**config.mk**
```make
export PLATFORM = sky130hd
export DESIGN_NAME = usb_line_speed_det
export DESIGN_NICKNAME = d
export VERILOG_FILES = /design/src/rtl/usb_lsd_pkg.sv /design/src/rtl/usb_lsd_sync.sv /design/src/rtl/usb_lsd_classify.sv /design/src/rtl/usb_lsd_se0_timer.sv /design/src/rtl/usb_lsd_mode.sv /design/src/rtl/usb_line_speed_det.sv
export SDC_FILE = /design/constraint.sdc
export NUM_CORES = 1
export LEC_CHECK = 0
export BUFFER_PORTS_ARGS = -buffer_cell sky130_fd_sc_hd__buf_2
export CORE_UTILIZATION = 49
export CTS_CLUSTER_DIAMETER = 200
export CTS_CLUSTER_SIZE = 20
export DETAILED_ROUTE_END_ITERATION = 16
export HOLD_SLACK_MARGIN = 0.03
export PLACE_DENSITY = 0.83
export SYNTH_ARGS = -nofsm -noshare
export SYNTH_HDL_FRONTEND = slang
export SYNTH_HIERARCHICAL = 1
export SYNTH_SLANG_ARGS = --single-unit
```
**constraint.sdc**
```tcl
create_clock -name clk -period 2.1 [get_ports clk]
set_input_delay 0.21 -clock clk [delete_from_list [all_inputs] [get_ports clk]]
set_output_delay 0.21 -clock clk [all_outputs]
set_load 0.005 [all_outputs]
```
**src/rtl/usb_lsd_pkg.sv**
```systemverilog
package usb_lsd_pkg;

  typedef enum logic [1:0] {
    LC_J   = 2'd0,
    LC_K   = 2'd1,
    LC_SE0 = 2'd2,
    LC_SE1 = 2'd3
  } line_code_e;

  typedef enum logic [1:0] {
    SPD_NONE   = 2'd0,
    SPD_FULL   = 2'd1,
    SPD_LOW    = 2'd2,
    SPD_LOW_FP = 2'd3
  } spd_mode_e;

  // Whole cycles in a span of tenths of a microsecond, rounded down.
  function automatic int unsigned tenth_us_cycles(input int unsigned hz,
                                                  input int unsigned tenths);
    longint unsigned prod;
    prod = longint'(hz) * longint'(tenths);
    return int'(prod / 64'd10_000_000);
  endfunction

endpackage

```
**src/rtl/usb_lsd_sync.sv**
```systemverilog
module usb_lsd_sync #(
  parameter int unsigned W      = 2,
  parameter int unsigned STAGES = 2
) (
  input  logic         clk,
  input  logic         rst_n,
  input  logic [W-1:0] d,
  output logic [W-1:0] q,
  output logic         q_vld
);
  logic [W-1:0]      stg_q [STAGES];
  logic [STAGES-1:0] fill_q;

  always_ff @(posedge clk or negedge rst_n) begin
    if (!rst_n) begin
      stg_q[0]  <= '0;
      fill_q[0] <= 1'b0;
    end else begin
      stg_q[0]  <= d;
      fill_q[0] <= 1'b1;
    end
  end

  for (genvar s = 1; s < STAGES; s++) begin : g_stage
    always_ff @(posedge clk or negedge rst_n) begin
      if (!rst_n) begin
        stg_q[s]  <= '0;
        fill_q[s] <= 1'b0;
      end else begin
        stg_q[s]  <= stg_q[s-1];
        fill_q[s] <= fill_q[s-1];
      end
    end
  end

  assign q     = stg_q[STAGES-1];
  assign q_vld = fill_q[STAGES-1];
endmodule

```
**src/rtl/usb_lsd_classify.sv**
```systemverilog
module usb_lsd_classify
  import usb_lsd_pkg::*;
(
  input  logic       clk,
  input  logic       rst_n,
  input  logic       sdp,
  input  logic       sdm,
  input  logic       s_vld,
  input  spd_mode_e  mode,
  output line_code_e code,
  output logic       code_vld
);
  line_code_e code_d;

  always_comb begin
    unique case ({sdp, sdm})
      2'b00:   code_d = LC_SE0;
      2'b11:   code_d = LC_SE1;
      default: begin
        unique case (mode)
          SPD_NONE: code_d = LC_J;
          SPD_LOW:  code_d = sdm ? LC_J : LC_K;
          default:  code_d = sdp ? LC_J : LC_K;
        endcase
      end
    endcase
  end

  always_ff @(posedge clk or negedge rst_n) begin
    if (!rst_n) begin
      code     <= LC_J;
      code_vld <= 1'b0;
    end else begin
      code     <= code_d;
      code_vld <= s_vld;
    end
  end
endmodule

```
**src/rtl/usb_lsd_se0_timer.sv**
```systemverilog
module usb_lsd_se0_timer #(
  parameter int unsigned KA_CYC  = 57,
  parameter int unsigned RST_CYC = 120,
  localparam int unsigned CW     = $clog2(RST_CYC + 2)
) (
  input  logic clk,
  input  logic rst_n,
  input  logic se0,
  input  logic is_low,
  output logic se0_end,
  output logic se0_long,
  output logic rst_pulse,
  output logic ka_pulse
);
  localparam logic [CW-1:0] SAT_V = CW'(RST_CYC + 1);
  localparam logic [CW-1:0] RST_V = CW'(RST_CYC);
  localparam logic [CW-1:0] KA_V  = CW'(KA_CYC);

  logic [CW-1:0] cnt_q;
  logic          se0_mid;

  always_ff @(posedge clk or negedge rst_n) begin
    if (!rst_n)       cnt_q <= '0;
    else if (se0)     cnt_q <= (cnt_q == SAT_V) ? cnt_q : cnt_q + 1'b1;
    else              cnt_q <= '0;
  end

  assign se0_end  = !se0 && (cnt_q != '0);
  assign se0_long = cnt_q > RST_V;
  assign se0_mid  = cnt_q > KA_V;

  always_ff @(posedge clk or negedge rst_n) begin
    if (!rst_n) begin
      rst_pulse <= 1'b0;
      ka_pulse  <= 1'b0;
    end else begin
      rst_pulse <= se0_end && se0_long;
      ka_pulse  <= se0_end && !se0_long && se0_mid && is_low;
    end
  end
endmodule

```
**src/rtl/usb_lsd_mode.sv**
```systemverilog
module usb_lsd_mode
  import usb_lsd_pkg::*;
(
  input  logic       clk,
  input  logic       rst_n,
  input  logic [1:0] cfg,
  input  logic       sdp,
  input  logic       sdm,
  input  logic       s_vld,
  input  logic       se0_end,
  input  logic       se0_long,
  input  logic       pre,
  output spd_mode_e  mode_eff,
  output logic       j_dp_high
);
  spd_mode_e cfg_mode, mode_q, idle_mode, base_mode;
  logic      cfg_auto, diff;

  always_comb begin
    unique case (cfg)
      2'd1:    cfg_mode = SPD_FULL;
      2'd2:    cfg_mode = SPD_LOW;
      default: cfg_mode = SPD_NONE;
    endcase
  end

  assign cfg_auto  = (cfg_mode == SPD_NONE);
  assign diff      = s_vld && (sdp ^ sdm);
  assign idle_mode = sdp ? SPD_FULL : SPD_LOW;
  assign base_mode = se0_long ? SPD_NONE : mode_q;
  assign mode_eff  = (mode_q != SPD_NONE) ? mode_q : cfg_mode;
  assign j_dp_high = (mode_eff != SPD_LOW);

  always_ff @(posedge clk or negedge rst_n) begin
    if (!rst_n) begin
      mode_q <= SPD_NONE;
    end else if (se0_end) begin
      mode_q <= (cfg_auto && diff) ? idle_mode : base_mode;
    end else if (pre) begin
      mode_q <= SPD_LOW_FP;
    end else if (mode_eff == SPD_NONE && diff) begin
      mode_q <= idle_mode;
    end
  end
endmodule

```
**src/rtl/usb_line_speed_det.sv**
```systemverilog
module usb_line_speed_det
  import usb_lsd_pkg::*;
#(
  parameter int unsigned CLK_HZ      = 48_000_000,
  parameter int unsigned SYNC_STAGES = 2
) (
  input  logic       clk,
  input  logic       rst_n,
  input  logic [1:0] cfg_speed_i,
  input  logic       pre_i,
  input  logic       dp_i,
  input  logic       dm_i,
  output logic [1:0] line_code_o,
  output logic       line_vld_o,
  output logic       bus_rst_o,
  output logic       keep_alive_o,
  output logic [1:0] speed_o,
  output logic       j_dp_high_o
);
  localparam int unsigned KA_CYC  = tenth_us_cycles(CLK_HZ, 12);
  localparam int unsigned RST_CYC = tenth_us_cycles(CLK_HZ, 25);

  logic [1:0] s_lines;
  logic       s_vld, sdp, sdm;
  logic       se0_s, se0_end, se0_long;
  spd_mode_e  mode_eff;
  line_code_e code;

  usb_lsd_sync #(.W(2), .STAGES(SYNC_STAGES)) u_sync (
    .clk   (clk),
    .rst_n (rst_n),
    .d     ({dp_i, dm_i}),
    .q     (s_lines),
    .q_vld (s_vld)
  );

  assign sdp   = s_lines[1];
  assign sdm   = s_lines[0];
  assign se0_s = s_vld && !sdp && !sdm;

  usb_lsd_classify u_cls (
    .clk      (clk),
    .rst_n    (rst_n),
    .sdp      (sdp),
    .sdm      (sdm),
    .s_vld    (s_vld),
    .mode     (mode_eff),
    .code     (code),
    .code_vld (line_vld_o)
  );

  usb_lsd_se0_timer #(.KA_CYC(KA_CYC), .RST_CYC(RST_CYC)) u_tmr (
    .clk       (clk),
    .rst_n     (rst_n),
    .se0       (se0_s),
    .is_low    (mode_eff == SPD_LOW),
    .se0_end   (se0_end),
    .se0_long  (se0_long),
    .rst_pulse (bus_rst_o),
    .ka_pulse  (keep_alive_o)
  );

  usb_lsd_mode u_mode (
    .clk       (clk),
    .rst_n     (rst_n),
    .cfg       (cfg_speed_i),
    .sdp       (sdp),
    .sdm       (sdm),
    .s_vld     (s_vld),
    .se0_end   (se0_end),
    .se0_long  (se0_long),
    .pre       (pre_i),
    .mode_eff  (mode_eff),
    .j_dp_high (j_dp_high_o)
  );

  assign line_code_o = code;
  assign speed_o     = mode_eff;
endmodule

```
* Word-level counts from Yosys, hierarchy flattened
Cells that the tools add are included.
Word-level totals: bits of input ports 7, register bits after elaboration 20
Cells by class: reduce and logical (&&, ||, !) cells 21, bitwise logic cells 1, $add $sub $neg 1, order comparisons 2, mux-type cells 14, equality and inequality tests 8
Operators by type and width (count):
- 2-to-1 mux 2 bit | 7
- 2-to-1 mux 7 bit | 2
- case mux 2 bit (2 select lines) | 3
- logical AND 1 bit | 10
- adder 7 x 1 -> 7 bit, second input constant | 1
- == test 7 bit, second input constant | 1
- > comparator 7 x 6 -> 1 bit, second input constant | 1
- > comparator 7 bit, second input constant | 1
- nonzero test 7 bit | 1
- == test 2 bit, second input constant | 3
- zero test 2 bit | 3
- zero test 1 bit | 4
- inequality test 2 bit, second input constant | 2
- inequality test 3 x 1 -> 1 bit, second input constant | 1
- nonzero test 3 bit | 1
- == test 2 x 1 -> 1 bit, second input constant | 1
- 2-to-1 mux 1 bit | 2
- AND reduction 2 bit | 1
- nonzero test 2 bit | 1
- XOR 1 bit | 1

* Depth between registers and ports, before layout
depth in word-level cells 8, gate-level depth with buffers 7, depth with buffers taken out 7

* Modules after synthesis
Netlist, hierarchy kept.
Modules (own cells, without submodules):
- usb_lsd_se0_timer | area each 494.2 um^2, instances 1, cells an instance 51
- usb_lsd_mode | area each 192.7 um^2, instances 1, cells an instance 24
- usb_lsd_sync | area each 168.9 um^2, instances 1, cells an instance 9
- usb_lsd_classify | area each 117.6 um^2, instances 1, cells an instance 9
- usb_line_speed_det | area each 18.8 um^2, instances 1, cells an instance 2

* Worst setup path before layout
No wires, ideal clock.
path kind register to register, start register u_tmr.cnt_q[0], end register u_mode.mode_q[0], setup slack 0.057 ns, arrival time 1.943 ns, setup time 0.101 ns, stages on the path, launching flop included 8, buffers on the path 0, data required time 1.999 ns, cells stage by stage dfrtp_1 > inv_1 > ha_1 > nor4b_1 > a21oi_1 > or4b_1 > o31a_1 > o32ai_1
On the way: longest elaborated chain between the ends 4, elaborated cells between the ends (all ways) 7, those cells by class 1 x order compare; 1 x eq/ne; 1 x mux; 4 x reduce/logical
Ends and longest elaborated chain:
- start: declaration | line usb_lsd_se0_timer.sv:19 | logic [CW-1:0] cnt_q;
- start signal: assignment | line usb_lsd_se0_timer.sv:24 | else if (se0) cnt_q <= (cnt_q == SAT_V) ? cnt_q : cnt_q + 1'b1;
- nonzero test 7 bit * | line usb_lsd_se0_timer.sv:28 | assign se0_end = !se0 && (cnt_q != '0);
- logical AND 1 bit * | line usb_lsd_se0_timer.sv:28
- net se0_end | line usb_line_speed_det.sv:25 | logic se0_s, se0_end, se0_long;
- inequality test 3 x 1 -> 1 bit (no line) / nonzero test 3 bit (equally long branches)
- AND reduction 2 bit (no line)
- end signal: assignment | line usb_lsd_mode.sv:38 | mode_q <= (cfg_auto && diff) ? idle_mode : base_mode;
- end signal: assignment | line usb_lsd_mode.sv:42 | mode_q <= idle_mode;
- end: declaration | line usb_lsd_mode.sv:16 | spd_mode_e cfg_mode, mode_q, idle_mode, base_mode;
Mark *: on every way through the listed nets, which the timed path passes. The rest lies on a longest branch. A chain may end at the register's enable or synchronous reset.

* Worst setup path in the final report
start register u_tmr.cnt_q[1], end register u_mode.mode_q[0]
The elaborated chain is that of the path after synthesis.

==> summary.md <==
| Metric | Value |
|---|---|
| Outcome | `completed` |
| Area share of the largest cell type after synthesis | `0.504` |
| Share of cells above drive strength 1 | `0.314` |
| Nature of the critical path endpoint | `flip-flop` |
| Final hold vios | `0` |
| CP Buf/Inv Count | `1` |
| Asr flop ratio synth | `1.00` |
| Vias in the first global route | `680` |
| DP Worst Slack | `-0.106 ns` |
| Max Fclk | `about 500 MHz` |
| Wire length per cell | `13.4 um` |
| Core Util, Final | `0.682` |
| Initial antenna violation count | `0` |
| Die ar. | `between 2000 and 2500 um2` |
| Clock sink total | `20` |
| Initial Utilization | `0.545` |
| Detailed Route WL | `about 2000 um` |
| CP Data Required Time | `approximately 2.3 ns` |
| Post-synth EDFFs | `0` |
| Power density over the cells | `around 520 nW/um2` |
| CP arrival | `roughly 2.2 ns` |
| Via count | `approximately 760` |
| Final Worst Setup Slack | `a little under 0.07 ns` |
| Drt drc | `0` |
| Max incr delay on CP | `~0.48 ns` |
| Crit path time final | `2.03 ns` |
| Max FO, Critical Path | `3` |
| Clock slew seen by the registers of the worst setup and hold paths | `approximately 0.11 ns` |
| Crit-path cells | `inv_2 -> ha_4 -> nor4b_4 -> a21oi_2 -> or4b_1 -> o31a_1 -> o32ai_2` |
| Die H | `roughly 47 um` |
| Synth Flop Type | `dfrtp_1` |
| Sequential share of the synthesized area | `0.504` |
| Area growth syn-to-layout | `25.1%` |
| Core area | `between 1500 and 2000 um2` |
| HP Class | `reg -> reg` |
| Final Cell Area | `1240 um2` |
| Final Power | `roughly 650 uW` |
| Cell taking the most area after synthesis | `dfrtp_1` |
| Max-cap viol count | `0` |
| Overall global routing resource usage | `0.198` |
| CP max stage cell | `or4b_1` |
| First-pass GRT wire length | `just under 3000 um` |
| Fin nets | `between 100 and 150` |
| Final Skew | `0.0152 ns` |
| N_diodes | `0` |
| Ys Warns | `6` |
| TritonCTS buffer count | `3` |
| Die Wd | `47 um` |
| Drt first-iter violations | `15` |
| First-pass detailed-route iteration total | `4` |
| Syn avg cell area | `approximately 10 um2` |
| Global route total overflow | `0` |
| Top cells by area, synth | `dfrtp_1 50%, ha_1 7.6%, inv_1 4.2%, nand2_1 3.0%, a21oi_1 2.5%` |
| IO Port Bufs | `14` |
| Gp weighted congestion | `about 0.81` |
| Setup crit start kind | `flip-flop` |
| Mapped cell area | `around 990 um2` |
| Worst Path Class, Setup | `reg -> reg` |
| DR vias/cell | `between 5 and 6` |
| CTS max path bufs | `2` |
| Cell Area, Placed | `about 1100 um2` |
| Root Driver | `clkbuf_4` |
| Yosys reg bits | `20` |
| Final critical-path share of the clock period | `0.967` |
| Synth unique cells | `33` |
| # setup viols final | `0` |
| Slew Viols, Final | `0` |
| Clock latency at the later pin of the worst-skew pair | `slightly below 0.3 ns` |
| CTS tree | `yes` |
| Number of H-tree levels | `1` |
| Lkg Pwr | `between 0.5 and 0.6 nW` |
| Setup total negative slack | `0 ns` |
| Worst IR Drop VDD | `between 0.5 and 0.6 mV` |
| Detail Route Antenna Nets | `0` |
| Gate Count Post-Synth | `95` |
| Io pins | `15` |
| Rows | `15` |
| Delay-heaviest family, CP | `simple AND/OR/NAND/NOR gates` |
| Pin count of the biggest net entering global routing | `21` |
| Post-synthesis net count | `approximately 110` |
| Hpwl dp | `approximately 1400 um` |
cells by family after synthesis:
kind of cell	count (synthesis)	share of synthesized area
buf+inv	14	0.0605
flops	20	0.504
fa+ha+maj	6	0.0757
mux	2	0.0202
xor+xnor	3	0.0265
simple gates	31	0.198
other cells	1	0.00378
compound gates	18	0.111
routing by layer:
layer	global-route usage	part of all wire
met1	0.232	0.43
met2	0.369	0.54
met3	0.0231	0.023
met4	0.0686	0.014
met5	0	0
metrics by stage:
stage / std cells / hold WS [ns]
3_3_place_gp: 136 / 0.174
5_1_grt: 146 / 0.373
4_1_cts: 142 / 0.358
3_5_place_dp: 136 / 0.173
2_1_floorplan: 95 / -0.0856
6_report: 146 / 0.355
placed cells by master (no fill, tap or decap), drive strengths merged, types with 3 or more instances in the layout:
master	synthesis	routed
buf	2	23
dfrtp	20	20
inv	11	11
nand2	8	8
ha	6	6
nor2	5	5
o21ai	5	5
a21oi	5	5
nand3	4	4
clkbuf	1	3
dlygate4sd3	0	3
worst paths after layout:
kind / startpoint / end / slack, ns / cells past startpoint
max in group asynchronous: rst_n / u_sync/stg_q[3]$_DFF_PN0_ / 1.40 / 2
hold reg to reg: u_sync/stg_q[3]$_DFF_PN0_ / u_sync/q[1]$_DFF_PN0_ / 0.36 / 0
min in group asynchronous: rst_n / u_tmr/cnt_q[1]$_DFFE_PN0P_ / 0.38 / 2
setup / recovery: u_tmr/cnt_q[1]$_DFFE_PN0P_ / u_mode/mode_q[0]$_DFFE_PN0P_ / 0.07 / 7
setup reg to reg: u_tmr/cnt_q[1]$_DFFE_PN0P_ / u_mode/mode_q[0]$_DFFE_PN0P_ / 0.07 / 7
hold / removal: u_sync/stg_q[3]$_DFF_PN0_ / u_sync/q[1]$_DFF_PN0_ / 0.36 / 0
layout make-up:
class / count / area (um2)
clock buffer: 3 / 22.5
fill: 147 / 579
multi-input combinational: 61 / 478
timing repair buffer: 26 / 168
sequential: 20 / 500
tap: 25 / 31.3
inverter: 11 / 41.3
synth_stat cells (2+ instances only):
cell,count
buf_4,2
nand2_1,8
dfrtp_1,20
o21ai_0,5
ha_1,6
mux2i_1,2
a21oi_1,5
nor2_1,5
o32ai_1,2
nor3b_2,2
a31oi_1,2
inv_1,11
nand3_1,3
xor2_1,2
or3_1,2
sequential cells by signal, indices dropped and copies added (netlist names):
name,count
u_cls/code,2
u_cls/code_vld,1
u_mode/mode_q,2
u_sync/fill_q,1
u_sync/q,2
u_sync/q_vld,1
u_sync/stg_q,2
u_tmr/cnt_q,7
u_tmr/ka_pulse,1
u_tmr/rst_pulse,1
what timing repair did:
| action | in CTS | in global routing |
|---|---|---|
| endpoints found under the hold margin | 22 | 0 |
| gates resized for setup | 4 | 5 |
| hold buffers | 3 | 0 |
| setup buffers | 0 | 4 |
| pin swaps | 0 | 4 |
| endpoints found under the setup margin | 2 | 2 |
where the power goes:
part | internal, mW | switching, mW
Sequential | 0.398 | 0.0102
Combinational | 0.0354 | 0.0356
Clock | 0.0664 | 0.0999
Total | 0.500 | 0.146
(Power assumes the default switching activity.)
